$ cat src/rtl/rbd_pkg.sv
package rbd_pkg;

    typedef enum logic [1:0] {
        PH_IDLE  = 2'd0,
        PH_FLUSH = 2'd1,
        PH_ISSUE = 2'd2,
        PH_XFER  = 2'd3
    } rbd_phase_e;

endpackage

$ cat src/rtl/rbd_fifo.sv
module rbd_fifo #(
    parameter int WIDTH = 32,
    parameter int DEPTH = 16
) (
    input  logic             clk,
    input  logic             rst_n,
    input  logic             flush,
    input  logic             push,
    input  logic [WIDTH-1:0] push_data,
    input  logic             pop,
    output logic [WIDTH-1:0] head,
    output logic             empty
);
    localparam int AW = (DEPTH > 1) ? $clog2(DEPTH) : 1;

    typedef struct packed {
        logic [AW-1:0] rd;
        logic [AW-1:0] wr;
        logic [AW:0]   cnt;
    } fifo_st_t;

    fifo_st_t st_d, st_q;
    logic [WIDTH-1:0] mem [DEPTH];
    logic do_push, do_pop;

    function automatic logic [AW-1:0] ptr_inc(input logic [AW-1:0] p);
        return (p == AW'(DEPTH - 1)) ? '0 : p + AW'(1);
    endfunction

    always_comb begin
        st_d    = st_q;
        do_push = push && (st_q.cnt != (AW+1)'(DEPTH)) && !flush;
        do_pop  = pop && (st_q.cnt != '0) && !flush;
        if (flush) begin
            st_d = '0;
        end else begin
            if (do_push) st_d.wr = ptr_inc(st_q.wr);
            if (do_pop)  st_d.rd = ptr_inc(st_q.rd);
            case ({do_push, do_pop})
                2'b10:   st_d.cnt = st_q.cnt + (AW+1)'(1);
                2'b01:   st_d.cnt = st_q.cnt - (AW+1)'(1);
                default: st_d.cnt = st_q.cnt;
            endcase
        end
    end

    always_ff @(posedge clk or negedge rst_n) begin
        if (!rst_n) st_q <= '0;
        else        st_q <= st_d;
    end

    always_ff @(posedge clk) begin
        if (do_push) mem[st_q.wr] <= push_data;
    end

    assign head  = mem[st_q.rd];
    assign empty = (st_q.cnt == '0);

endmodule

$ cat src/rtl/rbd_lane_swap.sv
module rbd_lane_swap #(
    parameter int BYTES = 4
) (
    input  logic               en,
    input  logic [8*BYTES-1:0] din,
    output logic [8*BYTES-1:0] dout
);
    for (genvar b = 0; b < BYTES; b++) begin : g_lane
        assign dout[8*b +: 8] = en ? din[8*(BYTES-1-b) +: 8] : din[8*b +: 8];
    end
endmodule

$ cat src/rtl/rbd_grant_calc.sv
module rbd_grant_calc #(
    parameter int LEN_W       = 5,
    parameter int BOUND_WORDS = 16,
    parameter int DRAM_WORDS  = 4
) (
    input  logic [$clog2(BOUND_WORDS)-1:0]   word_off,
    input  logic [LEN_W-1:0]                 req_len,
    input  logic                             is_dram,
    output logic [$clog2(BOUND_WORDS+1)-1:0] grant,
    output logic                             disc_need
);
    localparam int G_W   = $clog2(BOUND_WORDS + 1);
    localparam int CMP_W = ((LEN_W > G_W) ? LEN_W : G_W) + 1;

    logic [CMP_W-1:0] eff_len, to_bound, limit;

    always_comb begin
        eff_len   = (req_len == '0) ? CMP_W'(1) : CMP_W'(req_len);
        to_bound  = CMP_W'(BOUND_WORDS) - CMP_W'(word_off);
        limit     = (is_dram && (CMP_W'(DRAM_WORDS) < to_bound)) ? CMP_W'(DRAM_WORDS) : to_bound;
        grant     = (eff_len < limit) ? G_W'(eff_len) : G_W'(limit);
        disc_need = (eff_len > limit);
    end
endmodule

$ cat src/rtl/tgt_rd_disc_ctrl.sv
module tgt_rd_disc_ctrl #(
    parameter int ADDR_W      = 32,
    parameter int LEN_W       = 5,
    parameter int BOUND_BYTES = 64,
    parameter int DRAM_BYTES  = 16,
    parameter int FIFO_DEPTH  = 16
) (
    input  logic                                  clk,
    input  logic                                  rst_n,
    input  logic                                  swap_en,
    input  logic                                  req_valid,
    output logic                                  req_ready,
    input  logic [ADDR_W-1:0]                     req_addr,
    input  logic [LEN_W-1:0]                      req_len,
    input  logic                                  req_is_dram,
    output logic                                  fifo_flush,
    output logic                                  ireq_valid,
    input  logic                                  ireq_ready,
    output logic [ADDR_W-1:0]                     ireq_addr,
    output logic [$clog2(BOUND_BYTES/4+1)+1:0]    ireq_size,
    input  logic                                  iresp_valid,
    input  logic [31:0]                           iresp_data,
    output logic                                  out_valid,
    input  logic                                  bus_rdy,
    output logic [31:0]                           out_data,
    output logic                                  out_last,
    output logic                                  out_disc
);
    import rbd_pkg::*;

    localparam int BOUND_WORDS = BOUND_BYTES / 4;
    localparam int DRAM_WORDS  = DRAM_BYTES / 4;
    localparam int OFF_W       = $clog2(BOUND_WORDS);
    localparam int G_W         = $clog2(BOUND_WORDS + 1);

    typedef struct packed {
        rbd_phase_e        phase;
        logic [ADDR_W-1:0] addr;
        logic [G_W-1:0]    left;
        logic              disc;
    } ctrl_st_t;

    ctrl_st_t st_d, st_q;

    logic [G_W-1:0] grant;
    logic           disc_need;
    logic           fifo_empty;
    logic [31:0]    fifo_head;
    logic           beat_go;
    logic           unused_low_bits;

    assign unused_low_bits = ^req_addr[1:0];

    rbd_grant_calc #(
        .LEN_W      (LEN_W),
        .BOUND_WORDS(BOUND_WORDS),
        .DRAM_WORDS (DRAM_WORDS)
    ) i_grant (
        .word_off (req_addr[OFF_W+1:2]),
        .req_len  (req_len),
        .is_dram  (req_is_dram),
        .grant    (grant),
        .disc_need(disc_need)
    );

    rbd_fifo #(
        .WIDTH(32),
        .DEPTH(FIFO_DEPTH)
    ) i_fifo (
        .clk      (clk),
        .rst_n    (rst_n),
        .flush    (fifo_flush),
        .push     (iresp_valid),
        .push_data(iresp_data),
        .pop      (beat_go),
        .head     (fifo_head),
        .empty    (fifo_empty)
    );

    rbd_lane_swap #(.BYTES(4)) i_swap (
        .en  (swap_en),
        .din (fifo_head),
        .dout(out_data)
    );

    always_comb begin
        st_d       = st_q;
        fifo_flush = 1'b0;
        ireq_valid = 1'b0;
        req_ready  = (st_q.phase == PH_IDLE);
        out_valid  = (st_q.phase == PH_XFER) && !fifo_empty;
        beat_go    = out_valid && bus_rdy;
        out_last   = out_valid && (st_q.left == G_W'(1));
        out_disc   = out_last && st_q.disc;
        case (st_q.phase)
            PH_IDLE: begin
                if (req_valid) begin
                    st_d.phase = PH_FLUSH;
                    st_d.addr  = {req_addr[ADDR_W-1:2], 2'b00};
                    st_d.left  = grant;
                    st_d.disc  = disc_need;
                end
            end
            PH_FLUSH: begin
                fifo_flush = 1'b1;
                st_d.phase = PH_ISSUE;
            end
            PH_ISSUE: begin
                ireq_valid = 1'b1;
                if (ireq_ready) st_d.phase = PH_XFER;
            end
            PH_XFER: begin
                if (beat_go) begin
                    st_d.left = st_q.left - G_W'(1);
                    st_d.addr = st_q.addr + ADDR_W'(4);
                    if (st_q.left == G_W'(1)) st_d.phase = PH_IDLE;
                end
            end
            default: st_d.phase = PH_IDLE;
        endcase
    end

    always_ff @(posedge clk or negedge rst_n) begin
        if (!rst_n) begin
            st_q       <= '0;
            st_q.phase <= PH_IDLE;
        end else begin
            st_q <= st_d;
        end
    end

    assign ireq_addr = st_q.addr;
    assign ireq_size = {st_q.left, 2'b00};

endmodule

$ cat config.mk
export PLATFORM = sky130hd
export DESIGN_NAME = tgt_rd_disc_ctrl
export DESIGN_NICKNAME = d
export VERILOG_FILES = /design/src/rtl/rbd_pkg.sv /design/src/rtl/rbd_fifo.sv /design/src/rtl/rbd_lane_swap.sv /design/src/rtl/rbd_grant_calc.sv /design/src/rtl/tgt_rd_disc_ctrl.sv
export SDC_FILE = /design/constraint.sdc
export NUM_CORES = 1
export LEC_CHECK = 0
export BUFFER_PORTS_ARGS = -buffer_cell sky130_fd_sc_hd__buf_2
export CELL_PAD_IN_SITES_DETAIL_PLACEMENT = 0
export CELL_PAD_IN_SITES_GLOBAL_PLACEMENT = 1
export CORE_AREA = 2 2 178 268
export DETAILED_ROUTE_END_ITERATION = 7
export DIE_AREA = 0 0 180 270
export HOLD_SLACK_MARGIN = 0.12
export PLACE_DENSITY = 0.91
export SYNTH_ARGS = -nofsm -noshare
export SYNTH_HDL_FRONTEND = slang
export SYNTH_HIERARCHICAL = 1
export SYNTH_SLANG_ARGS = --single-unit
$ cat constraint.sdc
create_clock -name clk -period 6.8 [get_ports clk]
set_clock_uncertainty 0.15 [all_clocks]
set_input_delay 1.36 -clock clk [delete_from_list [all_inputs] [get_ports clk]]
set_output_delay 1.36 -clock clk [all_outputs]
set_load 0.1 [all_outputs]
==> run_results.csv, run 1 <==
group,metric,value,unit
status,status,"complete, no violations",
setup_path,crit_path_max_fanout,49,
die,core_area,0.04624,sq mm
sta,rsz0062_at_grt,"false",
finish,area_growth_syn_to_layout,11.46,%
routing,postRouteAntennaNets,0,
die,dieWidth,180,um
worst_hold_path,min_path_type,"reg2reg",
power,ir_drop,0.0003779,V
finish,layout.nets,1675,
die,dieArea,0.04860,sq mm
synthesis,syn_area,0.02429,sq mm
routing,initialDrtViolationCount,1303,
clock_tree,cts_sinks,563,
finish,n_fill_cell,3312,
finish,drive_gt1_frac,0.2531,
setup_path,cp-end-kind,"output port",
global_route,first_global_vias,14290,
global_route,grt_pass1_wl,82920,um
placement,placed_cells,2118,
setup_path,cp_slowest_stage_delay,1.06,ns
sta,fin_crit,5.211,ns
clock_tree,cts_tree,"yes",
routing,vias_per_cell,6.267,
setup_path,start_kind,"flop",
sta,worstMarginPinSlew,1.151,ns
die,num_rows,97,
sta,drv_slew,0,
clock_tree,root_buffer,"clkbuf_16",
clock_tree,post-cts-setup-buffers,0,
routing,vias,13860,
sta,timing.slew.headroom,0.2325,
synthesis,synthArstFlopShare,0.09059,
sta,fmax,191.9,MHz
global_route,grt_antenna_before_repair,6,
global_route,track_usage,0.2222,
die,fp.dieH,270,um
finish,postLayoutCoreUtil,0.5854,
sta,fin_crit_sh,0.7663,
setup_path,cp_slowest_cell,"dfrtp_4",
synthesis,ys_types,74,
routing,dr.pass1.iters,5,
routing,post_drt_wl_per_cell,24.55,um
power,p_per_area,443.1,mW/mm^2
power,p_leak,9.217,nW
synthesis,synth-main-ff-cell,"edfxtp_1",
routing,drc,0,
synthesis,avgSynthCellArea,16.58,sq um
clock_tree,cts_resized,0,
finish,final_common_cell,"edfxtp_1",
synthesis,ys_seq_area_frac,0.6856,
synthesis,ys_ff_latch,563,
setup_path,crit_arrival,3.70,ns
setup_path,worst-setup-path-type,"reg2out",
placement,hpwlAfterDp,30370,um
global_route,overflow,0,
clock_tree,clkTransAtPathRegs,0.07,ns
setup_path,crit_chain,"buf_4 > mux2i_1 > a221oi_1 > o21ai_0 > nand2_1 > mux2_4 > buf_2",
flow_run,drv_cap,0,
sta,setup_tns,0,ns
die,io_pins,154,
clock_tree,cts_buffer_depth,3,
synthesis,syn_inst,1465,
synthesis,ys_warn_count,6,
finish,final_cell_mix,"edfxtp_1 (512), buf_2 (147), mux2i_1 (143)",
placement,gp_congestion,0.8247,
synthesis,synth-edff-count,512,
clock_tree,cts_made_buffers,49,
sta,finalHoldViolations,0,
die,initial_core_util,0.5252,
clock_tree,htreeDepth,2,
sta,final-setup-viol-count,0,
routing,routed_wl,54280,um
finish,instances_no_fill,2211,
setup_path,required,5.29,ns
clock_tree,clock_latency,0.58,ns
placement,port_buffers,147,
global_route,grt_max_degree,68,
clock_tree,cts_hold_buffers,0,
-- power by group --
part	internal, mW	total [mW]	switching [mW]
logic	1.38	4.67	3.29
clock network	1.57	2.86	1.29
registers	4.14	4.46	0.318
-- stage by stage --
stage	power (mW)	hold WS (ns)	instance area, sq um	setup slack, ns
after floorplan	8.485	0.3204	24300	1.207
final	12.00	0.3525	27070	1.589
after CTS	12.06	0.3598	27070	1.472
after global placement	9.091	0.3353	25380	2.224
after detailed placement	9.210	0.3428	25380	2.171
after global routing	12.44	0.3781	27070	1.394
-- layout make-up --
class,count,area [sq um],area share
diodes,1,2.502,0.00009245
clock buffers,52,1259,0.04650
clock inverters,40,424.2,0.01567
inverters,30,112.6,0.004160
multi-input cells,749,6835,0.2525
flip-flops and latches,563,16660,0.6153
well taps,594,743.2,0.02746
repair buffers,182,1036,0.03827
-- path summary, 6_finish.rpt --
| check | start | to | slack, ns | cells past startpoint |
|---|---|---|---|---|
| min in group asynchronous | rst_n | ireq_addr[6] | 0.76 | 2 |
| worst min register to register | st_q[0] | st_q[0] | 0.35 | 1 |
| worst max register to register | i_fifo/st_q[0] | i_fifo/st_q[4] | 2.58 | 11 |
| worst max-delay path | i_fifo/st_q[9] | out_data[16] | 1.59 | 7 |
| worst min-delay path | st_q[0] | st_q[0] | 0.35 | 1 |
| max in group asynchronous | rst_n | i_fifo/st_q[9] | 5.19 | 2 |
-- cell usage after synthesis (7+ instances only) --
cell type,n,share of area
a221oi_1,71,0.026
mux2i_1,143,0.059
o21ai_0,55,0.011
ha_1,22,0.011
nand4_1,9,0.0023
a21oi_1,38,0.0078
nand3_1,21,0.0043
nand2_1,76,0.012
edfxtp_1,512,0.63
buf_2,25,0.0052
o211ai_1,7,0.0022
mux2_4,33,0.020
mux4_2,64,0.059
and3_1,8,0.0021
nor2_1,42,0.0065
buf_6,13,0.0060
dfrtp_1,51,0.053
a22oi_1,33,0.010
inv_1,29,0.0045
buf_4,46,0.014
nor3_1,18,0.0037
clkbuf_1,33,0.0051
-- layer usage --
| layer | part of all wire | vias to the layer above | global-route usage |
|---|---|---|---|
| li1 | - | 6049 | - |
| met1 | 0.36 | 6929 | 0.2671 |
| met2 | 0.52 | 712 | 0.3916 |
| met3 | 0.083 | 160 | 0.04194 |
| met4 | 0.040 | 6 | 0.09350 |
| met5 | 0.00072 | - | 0 |
-- logic make-up (layout without fill, tap and decap cells) --
group	Yosys count	in the layout	share of synthesized area
flip-flops	563	563	0.6856
multiplexers	246	246	0.1415
other	1	5	0.0001544
AND/OR/NAND/NOR	216	216	0.04534
AO/OA/AOI/OAI	255	255	0.07481
adder cells (fa/ha/maj)	23	23	0.01216
buffers and inverters	156	304	0.03864
XOR/XNOR	5	5	0.001804
-- worst max-delay path: cells and delay by family (launching register included) --
kind	cells	cell delay [ns]
buf+inv	2	0.98
mux	2	0.32
simple gates	1	0.20
compound gates	2	0.53
flops	1	1.06
-- state kept, by name, summed over array words and instances (netlist names) --
name,count
ireq_addr,30
i_fifo/st_q,13
i_fifo/mem,512
st_q,3
ireq_size,5
Power figures use the tool's default switching activity.
==> run 2: changes to the inputs <==
--- a/config.mk
+++ b/config.mk
@@ -5,14 +5,15 @@
 export SDC_FILE = /design/constraint.sdc
 export NUM_CORES = 1
 export LEC_CHECK = 0
+export ABC_AREA = 1
 export BUFFER_PORTS_ARGS = -buffer_cell sky130_fd_sc_hd__buf_2
 export CELL_PAD_IN_SITES_DETAIL_PLACEMENT = 0
 export CELL_PAD_IN_SITES_GLOBAL_PLACEMENT = 1
-export CORE_AREA = 2 2 178 268
+export CORE_AREA = 2 2 187 281
 export DETAILED_ROUTE_END_ITERATION = 7
-export DIE_AREA = 0 0 180 270
+export DIE_AREA = 0 0 189 283
 export HOLD_SLACK_MARGIN = 0.12
-export PLACE_DENSITY = 0.91
+export PLACE_DENSITY = 0.9
 export SYNTH_ARGS = -nofsm -noshare
 export SYNTH_HDL_FRONTEND = slang
 export SYNTH_HIERARCHICAL = 1
==> constraint.sdc (replaced) <==
create_clock -name clk -period 4.87 [get_ports clk]
set_clock_uncertainty 0.15 [all_clocks]
set_input_delay 0.974 -clock clk [delete_from_list [all_inputs] [get_ports clk]]
set_output_delay 0.974 -clock clk [all_outputs]
set_load 0.1 [all_outputs]
==> run 2 against run 1 <==
Net effect: first-iteration DRC count increased by 7.9%; largest cell class unchanged; clock power is 44% higher; power grew 30%; highest routed layer unchanged; worst setup slack worse by 1.2 ns; sequential power is 36% higher.
==> run_results.csv, run 2 <==
group,metric,value,unit
status,status,"complete, no violations",
sta,fmax,222.7,MHz
synthesis,synthTopCellsByArea,"edfxtp_1 (62%), nand2_1 (7.8%), dfrtp_1 (5.1%)",
clock_tree,cts_hold_buffers,0,
sta,timing.slew.headroom,0.2859,
finish,drive_gt1_frac,0.1545,
synthesis,ys_ff_latch,563,
synthesis,synthArstFlopShare,0.09059,
synthesis,avgSynthCellArea,11.18,sq um
synthesis,synth-main-ff-cell,"edfxtp_1",
setup_path,cp-end-kind,"output port",
clock_tree,root_buffer,"clkbuf_16",
synthesis,synth.most_common_cell,"nand2_1",
setup_path,worst-setup-path-type,"reg2out",
sta,rsz0062_at_grt,"false",
synthesis,ys_warn_count,6,
finish,largest_register_ffs,512,
finish,regMostFlops,"i_fifo/mem",
global_route,grt_pass1_wl,93270,um
finish,final_common_cell,"nand2_1",
routing,highest_layer,"met5",
routing,dr.pass1.iters,5,
die,fp.dieH,283,um
die,num_rows,102,
finish,multi_input_area,0.006837,sq mm
synthesis,yosys-top-cells-count,"nand2_1 (518), edfxtp_1 (512), nor2_1 (185)",
clock_tree,clock_latency,0.57,ns
routing,routed_wl,60990,um
finish,area_growth_syn_to_layout,12.54,%
sta,setup_tns,0,ns
routing,route.met3.wl,4626,um
synthesis,synth-edff-count,512,
clock_tree,cts_sinks,563,
sta,fin_crit,4.491,ns
synthesis,synth_largest_area_cell,"edfxtp_1",
sta,hold_ws,0.1872,ns
synthesis,ys_types,45,
finish,layout.nets,2408,
routing,vias,17090,
synthesis,syn_area,0.02480,sq mm
setup_path,start_kind,"flop",
die,initial_core_util,0.4846,
global_route,grt_antenna_before_repair,4,
clock_tree,htreeDepth,2,
placement,gp_congestion,0.8742,
power,p_leak,10.10,nW
clock_tree,clkTransAtPathRegs,0.06,ns
global_route,first_global_vias,16540,
clock_tree,cts_made_buffers,51,
synthesis,synth_top_area_frac,0.6199,
global_route,overflow,0,
sta,worstMarginPinSlew,1.069,ns
synthesis,ys_seq_area_frac,0.6714,
setup_path,crit_path_max_fanout,88,
sta,drv_slew,0,
setup_path,required,3.75,ns
finish,n_fill_cell,4164,
placement,hpwlAfterDp,36300,um
setup_path,crit_arrival,3.37,ns
die,dieArea,0.05349,sq mm
die,dieWidth,189,um
power,p_per_area,558.8,mW/mm^2
sta,finalHoldViolations,0,
die,core_area,0.05118,sq mm
global_route,grt_max_degree,93,
power,ir_drop,0.0007524,V
clock_tree,cts_buffer_depth,3,
clock_tree,post-cts-setup-buffers,0,
setup_path,r2r_cells,8,
routing,dr_wl_met2,31270,um
placement,port_buffers,147,
clock_tree,cts_resized,0,
routing,vias_per_cell,5.645,
routing,m1WireLength,23110,um
clock_tree,cts_tree,"yes",
routing,post_drt_wl_per_cell,20.15,um
finish,postLayoutCoreUtil,0.5454,
die,io_pins,154,
synthesis,syn_inst,2219,
worst_hold_path,min_path_type,"in2async",
routing,drc,0,
finish,final_cell_mix,"nand2_1 (518), edfxtp_1 (512), nor2_1 (169)",
finish,regArea,0.01666,sq mm
routing,initialDrtViolationCount,1406,
flow_run,drv_cap,0,
global_route,track_usage,0.2257,
routing,postRouteAntennaNets,0,
sta,fin_crit_sh,0.9221,
sta,final-setup-viol-count,0,
## run 2: changes by cell type after synthesis, sizes merged, moves of 53 or more
cell / before / now
mux2i: 143 / 0
inv: 29 / 105
o211ai: 7 / 60
a21oi: 39 / 96
o21ai: 57 / 174
mux4: 64 / 0
nor2: 42 / 219
nand3: 23 / 166
a221oi: 71 / 0
nand2: 76 / 543
## run 2: cell type report
| class | count | share of cell area |
|---|---|---|
| sequential | 563 | 0.5969 |
| multi-input combinational | 1392 | 0.2449 |
| inverter | 106 | 0.01488 |
| tap | 676 | 0.03030 |
| timing repair buffer | 194 | 0.05128 |
| clock buffer | 59 | 0.04680 |
| clock inverter | 36 | 0.01484 |
| antenna | 1 | 0.00008966 |
## run 2: cell families after synthesis
group	synth area share
and+or+nand+nor	0.1739
DFF	0.6714
AOI/OAI and AO/OA	0.08203
buffers and inverters	0.05847
adders and majority gates	0.01191
xor gates and xnor gates	0.002119
other	0.0001512
## run 2: report_power, final
part	switching, mW	total (mW)	internal, mW
registers	0.324	6.06	5.74
logic	4.21	5.42	1.22
clock network	1.79	4.11	2.32
## run 2: layer usage
layer | GRT usage | vias to the layer above
li1 | - | 7923
met1 | 0.2820 | 8246
met2 | 0.3982 | 763
met3 | 0.03060 | 148
met4 | 0.08340 | 8
met5 | 0 | -
## run 2: final timing paths
path	start	end	slack, ns
worst max register to register	st_q[39]	i_fifo/mem[1][22]	1.53
worst min register to register	st_q[0]	st_q[0]	0.38
max in group asynchronous	rst_n	i_fifo/st_q[9]	3.47
min in group clk	st_q[0]	st_q[0]	0.38
worst max-delay path	i_fifo/st_q[10]	out_data[9]	0.38
worst min-delay path	rst_n	ireq_addr[29]	0.19
## run 2: through the flow
step | worst slack, ns | cells | power [mW] | instance area (sq um)
after detailed placement | 0.9638 | 2931 | 11.59 | 26190
after global placement | 0.9909 | 2931 | 11.48 | 26190
final | 0.3793 | 3027 | 15.60 | 27910
after CTS | 0.3510 | 3026 | 15.68 | 27910
after global routing | 0.2306 | 3026 | 16.26 | 27910
after floorplan | 0.7304 | 2222 | 10.39 | 24820
## run 2: critical path, cell delays in order (launching register included)
cell and delay, ns:
dfrtp_4 0.74, buf_12 0.42, nand2_1 0.17, inv_2 0.13, buf_12 0.26, nand3_1 0.12, nand2_1 0.08, a21oi_1 0.05
o21ai_1 0.11, nand2_1 0.18, nand2_1 0.11, nand2_1 0.05, buf_2 0.29
